[config.mk]
export PLATFORM = sky130hd
export DESIGN_NAME = core_reset_ctrl
export DESIGN_NICKNAME = d
export VERILOG_FILES = /design/src/rtl/core_reset_pkg.sv /design/src/rtl/core_reset_ctl.sv /design/src/rtl/core_reset_dp.sv /design/src/rtl/core_reset_ctrl.sv
export SDC_FILE = /design/constraint.sdc
export NUM_CORES = 1
export LEC_CHECK = 0
export BUFFER_PORTS_ARGS = -buffer_cell sky130_fd_sc_hd__buf_2
export CORE_UTILIZATION = 40
export DETAILED_ROUTE_END_ITERATION = 8
export PLACE_DENSITY = 0.56
export REMOVE_ABC_BUFFERS = 1
export SYNTH_ARGS = -nofsm -noshare
export SYNTH_HDL_FRONTEND = slang
export SYNTH_HIERARCHICAL = 1
export SYNTH_SLANG_ARGS = --single-unit
[constraint.sdc]
create_clock -name clk -period 10 [get_ports clk]
set_input_delay 1 -clock clk [delete_from_list [all_inputs] [get_ports clk]]
set_output_delay 1 -clock clk [all_outputs]
set_load 0.02 [all_outputs]
[src/rtl/core_reset_pkg.sv]
package core_reset_pkg;
  localparam int NCORES        = 2;
  localparam int CTRL_IDX      = 0;
  localparam int CORE_RST_IDX  = 1;
  localparam int CORE_EN_IDX   = 2;
  localparam int STATUS_IDX    = 9;
  localparam int IMASK_IDX     = 11;
  localparam int BOOT_ADDR_IDX = 15;
  localparam int BOOT_CTX_IDX  = 16;
  localparam int SEC_EN_BIT    = 1;

  localparam logic [31:0] CTRL_RST   = 32'h0000_00A0;
  localparam logic [31:0] STATUS_RST = 32'h0000_0001;
  localparam logic [31:0] IMASK_RST  = 32'h0000_001F;

  typedef struct packed {
    logic              hit;
    logic              wrEn;
    logic [NCORES-1:0] rstReq;
    logic              pwrOn;
    logic              pwrOff;
  } strobe_t;
endpackage

[src/rtl/core_reset_ctl.sv]
module core_reset_ctl
  import core_reset_pkg::*;
#(
  parameter int ADDR_W   = 12,
  parameter int DATA_W   = 32,
  parameter int NUM_REGS = 23
) (
  input  logic                clk,
  input  logic                rstN,
  input  logic                busSel,
  input  logic                busWrite,
  input  logic [ADDR_W-1:0]   busAddr,
  input  logic [DATA_W-1:0]   busWdata,
  input  logic [NCORES-1:0]   curRst,
  input  logic                curEn,
  output logic [ADDR_W-3:0]   regIdx,
  output strobe_t             stb,
  output logic [NCORES-1:0]   coreRstPulse,
  output logic                core1PowerOn,
  output logic                core1PowerOff
);
  localparam int IDX_W = ADDR_W - 2;
  localparam logic [IDX_W-1:0] LAST_IDX = IDX_W'(NUM_REGS - 1);
  localparam logic [IDX_W-1:0] RST_SEL  = IDX_W'(CORE_RST_IDX);
  localparam logic [IDX_W-1:0] EN_SEL   = IDX_W'(CORE_EN_IDX);

  logic wrAny;

  assign regIdx  = busAddr[ADDR_W-1:2];
  assign stb.hit = (busAddr[1:0] == 2'b00) && (regIdx <= LAST_IDX);
  assign wrAny   = busSel && busWrite && stb.hit;
  assign stb.wrEn = wrAny;

  for (genvar c = 0; c < NCORES; c++) begin : g_rstReq
    assign stb.rstReq[c] = wrAny && (regIdx == RST_SEL) && (busWdata[c] != curRst[c]);
  end

  assign stb.pwrOn  = wrAny && (regIdx == EN_SEL) && (busWdata[SEC_EN_BIT] != curEn) &&  busWdata[SEC_EN_BIT];
  assign stb.pwrOff = wrAny && (regIdx == EN_SEL) && (busWdata[SEC_EN_BIT] != curEn) && !busWdata[SEC_EN_BIT];

  always_ff @(posedge clk) begin
    if (!rstN) begin
      coreRstPulse  <= '0;
      core1PowerOn  <= 1'b0;
      core1PowerOff <= 1'b0;
    end else begin
      coreRstPulse  <= stb.rstReq;
      core1PowerOn  <= stb.pwrOn;
      core1PowerOff <= stb.pwrOff;
    end
  end
endmodule

[src/rtl/core_reset_dp.sv]
module core_reset_dp
  import core_reset_pkg::*;
#(
  parameter int ADDR_W   = 12,
  parameter int DATA_W   = 32,
  parameter int NUM_REGS = 23
) (
  input  logic                clk,
  input  logic                rstN,
  input  logic [ADDR_W-3:0]   regIdx,
  input  strobe_t             stb,
  input  logic [DATA_W-1:0]   busWdata,
  input  logic [NCORES-1:0]   coreRstDone,
  output logic [DATA_W-1:0]   busRdata,
  output logic [NCORES-1:0]   curRst,
  output logic                curEn,
  output logic [DATA_W-1:0]   core1EntryAddr,
  output logic [DATA_W-1:0]   core1Context
);
  localparam int RIDX_W = $clog2(NUM_REGS);

  logic [DATA_W-1:0] regs [NUM_REGS];
  logic [RIDX_W-1:0] slot;

  assign slot = regIdx[RIDX_W-1:0];

  function automatic logic [DATA_W-1:0] resetValue(int i);
    case (i)
      CTRL_IDX:   return DATA_W'(CTRL_RST);
      STATUS_IDX: return DATA_W'(STATUS_RST);
      IMASK_IDX:  return DATA_W'(IMASK_RST);
      default:    return '0;
    endcase
  endfunction

  always_ff @(posedge clk) begin
    if (!rstN) begin
      for (int i = 0; i < NUM_REGS; i++) regs[i] <= resetValue(i);
      core1EntryAddr <= '0;
      core1Context   <= '0;
    end else begin
      if (stb.wrEn) regs[slot] <= busWdata;
      // acknowledge clears after the write so it wins on the same edge
      for (int c = 0; c < NCORES; c++)
        if (coreRstDone[c]) regs[CORE_RST_IDX][c] <= 1'b0;
      if (stb.pwrOn) begin
        core1EntryAddr <= regs[BOOT_ADDR_IDX];
        core1Context   <= regs[BOOT_CTX_IDX];
      end
    end
  end

  assign curRst   = regs[CORE_RST_IDX][NCORES-1:0];
  assign curEn    = regs[CORE_EN_IDX][SEC_EN_BIT];
  assign busRdata = stb.hit ? regs[slot] : '0;
endmodule

[src/rtl/core_reset_ctrl.sv]
module core_reset_ctrl
  import core_reset_pkg::*;
#(
  parameter int ADDR_W   = 12,
  parameter int DATA_W   = 32,
  parameter int NUM_REGS = 23
) (
  input  logic              clk,
  input  logic              rstN,
  input  logic              busSel,
  input  logic              busWrite,
  input  logic [ADDR_W-1:0] busAddr,
  input  logic [DATA_W-1:0] busWdata,
  output logic [DATA_W-1:0] busRdata,
  input  logic [1:0]        coreRstDone,
  output logic [1:0]        coreRstPulse,
  output logic              core1PowerOn,
  output logic              core1PowerOff,
  output logic [DATA_W-1:0] core1EntryAddr,
  output logic [DATA_W-1:0] core1Context
);
  strobe_t           stb;
  logic [ADDR_W-3:0] regIdx;
  logic [NCORES-1:0] curRst;
  logic              curEn;

  core_reset_ctl #(.ADDR_W(ADDR_W), .DATA_W(DATA_W), .NUM_REGS(NUM_REGS)) uCtl (
    .clk(clk), .rstN(rstN), .busSel(busSel), .busWrite(busWrite),
    .busAddr(busAddr), .busWdata(busWdata), .curRst(curRst), .curEn(curEn),
    .regIdx(regIdx), .stb(stb), .coreRstPulse(coreRstPulse),
    .core1PowerOn(core1PowerOn), .core1PowerOff(core1PowerOff)
  );

  core_reset_dp #(.ADDR_W(ADDR_W), .DATA_W(DATA_W), .NUM_REGS(NUM_REGS)) uDp (
    .clk(clk), .rstN(rstN), .regIdx(regIdx), .stb(stb), .busWdata(busWdata),
    .coreRstDone(coreRstDone), .busRdata(busRdata), .curRst(curRst),
    .curEn(curEn), .core1EntryAddr(core1EntryAddr), .core1Context(core1Context)
  );
endmodule

# Yosys cells after proc, flatten, opt, wreduce, memory -nomap -nowiden
# Memories as Yosys holds them, arrays and structs flattened. A register that Yosys moved wholly into a read port is not among the register bits.
# Index checks and enable logic that the tools add are counted.
# op_classes
order_cmp	1
eq_ne	7
mux	20
bitwise_logic	17
reduce_logical	15
# ops
op	n
$mux 32	6
$reduce_or 32->1	1
$mux 1	12
$eq 10x1->1 const B	1
$eq 10x2->1 const B	1
$eq 5x5->1 const B	2
$le 10x5->1 const B	1
$logic_and 1x1->1	10
$and 1x1->1	7
$mux 5	1
$not 1->1	5
$and 1x1->1 const B	3
$logic_not 1->1	3
$mux 3	1
$ne 1x1->1	3
$logic_not 2->1	1
$or 1x1->1	2
# word_totals
regBits	4
ramBits	736
inputBits	50
wordCells	64
n_memories	1
# mem_list
memory	depth	width	rd	rd_clocked_by_memory_dff	write_ports	line_no	source
uDp.regs	23	32	5	2	23	core_reset_dp.sv:22	logic [DATA_W-1:0] regs [NUM_REGS];

# Depth between registers and ports, before layout
# depth
word_depth	10
mapped_depth	10
mapped_depth_nobuf	7

# Cells and area by module
# The synthesis kept the hierarchy.
# by_module_without_submodules
mod	instances	cells_per_inst	area_each_um2	seq_area_each_um2
core_reset_dp	1	3194	46928.8	32010.7
core_reset_ctl	1	45	351.6	80.1

# Worst setup path after synthesis
# Ideal clock, no wire load.
# synth_path
path_type	input to register
startpoint	in busAddr[8]
endpoint	mem uDp.regs[4][0] (enable)
arrival_ns	4.872
t_required_ns	9.534
slack_ns	4.663
cell_stages	9
path_buffers	3
cell_sequence	nor4_4 -> and4_1 -> and3_1 -> buf_4 -> nand2_1 -> or3_1 -> clkbuf_1 -> clkbuf_1 -> o21ai_0
# synth_lines
element	line_no	source
start: declaration	core_reset_ctrl.sv:12	input logic [ADDR_W-1:0] busAddr,
end: declaration	core_reset_dp.sv:22	

# Final worst setup path
# layout_path
startpoint	in busAddr[3]
endpoint	out busRdata[30]
# layout_between
elab_chain_len	3
elab_cells_between_ends	4
# layout_rtl
element	line_no	source
$le 10x5->1	core_reset_ctl.sv:30	assign stb.hit = (busAddr[1:0] == 2'b00) && (regIdx <= LAST_IDX);
$logic_and 1x1->1	core_reset_ctl.sv:30	
$mux 32 *	core_reset_dp.sv:55	assign busRdata = stb.hit ? regs[slot] : '0;
end: declaration	core_reset_ctrl.sv:14	output logic [DATA_W-1:0] busRdata,
# Mark *: on every way between the ends. The rest lies on a longest branch, timed or not.

==> impl_results.md <==
- Status: completed
- DP HPWL: between 70 and 80 mm
- Fin Setup TNS: 0 ns
- Drt drc: 0
- Mapped cell area: between 40000 and 50000 sq um
- Via count: between 20000 and 30000
- Synth warn: 6
- Initial antenna violation count: 12
- Worst slew pin tran: approximately 1.3 ns
- Number of global-route vias before repair: roughly 27000
- Setup violations, final: 0
- Post-route cell area: around 53000 sq um
- WP data required: about 9 ns
- Clock Sinks: 1092
- Met1 GRT Util: 0.303
- Clock Latency Late Sink: around 0.70 ns
- Die area: approximately 120000 sq um
- Worst Path Max Fanout: between 70 and 80
- Detailed Routing Iterations Pass 1: 5
- WS Path Type: input pin to primary output
- Final Hold Vio Count: 0
- LEAKAGE: around 19 nW
- 1st-iter DRT viols: around 2900
- CP endpoint kind: primary output
- Wirelength per Cell: 28.0 um
- Hold buffer count at cts: 0
- Power Density: roughly 190 nW/um^2
- Die height: roughly 350 um
- Worst VDD drop: around 0.15 mV
- Initial core utilization: 0.405
- Arrival time worst endpoint: between 4 and 5 ns
- Post-Place Worst Slack: around 4.1 ns
- Met3 Track Usage GR: 0.0390
- Worst Reg2Reg Path Length in Cells: 5
- Post-CTS Resized: 0
- Syn-to-layout area delta: 13.1%
- Worst-path clk slew: approximately 0.050 ns
- Top-level port count: 150
- Core area: between 100000 and 150000 sq um
- Vias per inst: approximately 5.6
- Final ANT Viol Nets: 0
- Fin cells: ~5000
- CTS buffer count: between 100 and 150
- RSZ-0062 raised after global routing: no
- PortBufs: 149
- Mapped Cells: 3230
- Share of cells above drive strength 1: 0.136
- Die X: about 350 um
- Root Driver: clkbuf_16
- CTS max path bufs: 3
- Pin count of the biggest net entering global routing: approximately 120
- Remaining Overflow, GRT: 0
- Hold path cells: 2
- Post-route minimum period: a little under 6 ns
- CTS tree: done
- Max-slew headroom: 0.131
- Global route hottest layer: met2
- Part of the cycle the worst path needs: 0.594
- Fin Clk Skew: between 0.01 and 0.015 ns
- Avg Cell Area, Syn: 14.6 sq um
- M2 GR Usage: 0.370
- Final WS setup: roughly 4.1 ns
- RePlAce Congestion: between 0.8 and 0.9
- Hold Crit Class: register to register
- Fin. max-slew vios: 0
- Max Clock Freq: roughly 170 MHz
- Post-CTS Setup Bufs: 0
- Placed cell areas: approximately 50000 sq um
- GRT Total Usage: 0.225
- WL final: 137 mm
- Post-placement cell count: 4684
- Standard-cell row count: 125
- First-pass GRT wire length: 195 mm
- # nets final: 3328
- # Max-Cap Violations: 0
- Type of element launching the critical path: input pin
- H-tree levels: 3
layout make-up:
type,instances,area (sq um)
fillers,10100,63300
flip-flops and latches,1092,32100
multi-input cells,1846,14300
clock buffers,157,3210
well taps,1524,1910
repair buffers,221,1340
clock inverters,63,576
diodes,5,12.5
inverters,1,3.75
layer usage:
| layer | wire length (um) | vias to the layer above | part of all wire |
|---|---|---|---|
| met3 | 10500 | 238 | 0.077 |
| met2 | 65600 | 1065 | 0.48 |
| met1 | 57100 | 14000 | 0.42 |
| li1 | - | 12100 | - |
| met5 | 13 | - | 0.000095 |
| met4 | 4000 | 2 | 0.029 |
per-stage QoR:
step	utilization	hold slack [ns]	power (W)
detailed placement	0.425	0.503	0.00580
global placement	0.425	0.489	0.00579
CTS	0.458	0.518	0.0100
finish	0.458	0.509	0.00997
global route	0.458	0.538	0.0103
floorplan	-	0.473	0.00549
state kept, by name, indices dropped and copies added (netlist names):
signal and cells:
uDp/core1Context 32, uDp/regs 1024, uDp/core1EntryAddr 32, uCtl/core1PowerOff 1, uCtl/coreRstPulse 2, uCtl/core1PowerOn 1
worst paths after layout:
check / startpoint / end / slack (ns)
worst min-delay path: uDp/core1EntryAddr[27] / uDp/core1EntryAddr[27] / 0.51
worst max register to register: uDp/regs[2][1] / uDp/core1EntryAddr[25] / 7.36
worst max-delay path: busAddr[3] / busRdata[30] / 4.06
worst min register to register: uDp/core1EntryAddr[27] / uDp/core1EntryAddr[27] / 0.51
report_power, final:
part	internal (W)	switching, W
combinational	0.000154	0.000362
sequential	0.00514	0.0000511
clock	0.00250	0.00177
total	0.00779	0.00219
critical path, stage by stage:
cell      delay [ns]
buf_8           0.58
buf_4           0.62
buf_4           0.83
mux2i_1         0.27
o22ai_1         0.11
nor4_1          0.73
a21boi_1        0.31
buf_2           0.25
cells in the final DEF, fill, tap and decap left out, types with 2 or more instances in the layout:
cell / count
clkinv_8: 2
buf_12: 3
nand4b_1: 4
a21boi_1: 32
nand2b_1: 4
buf_2: 147
clkbuf_1: 28
nor2_4: 26
dfxtp_1: 70
edfxtp_1: 1022
o21ai_4: 23
nand4bb_4: 3
and2_1: 726
clkinv_1: 24
nand3b_1: 2
nor3_1: 3
xor2_1: 2
diode_2: 5
o21ai_0: 2
clkinv_2: 22
inv_6: 3
or3_1: 10
or4b_1: 3
nor4_1: 64
clkbuf_8: 11
nand3_1: 4
nand4bb_2: 3
buf_4: 70
clkbuf_16: 118
nor3_2: 4
mux2i_1: 576
nand4_1: 3
nor2b_1: 67
bufinv_16: 10
nor2_1: 4
nor2_2: 3
nand2_1: 10
o22ai_1: 255
(Power assumes the default switching activity.)
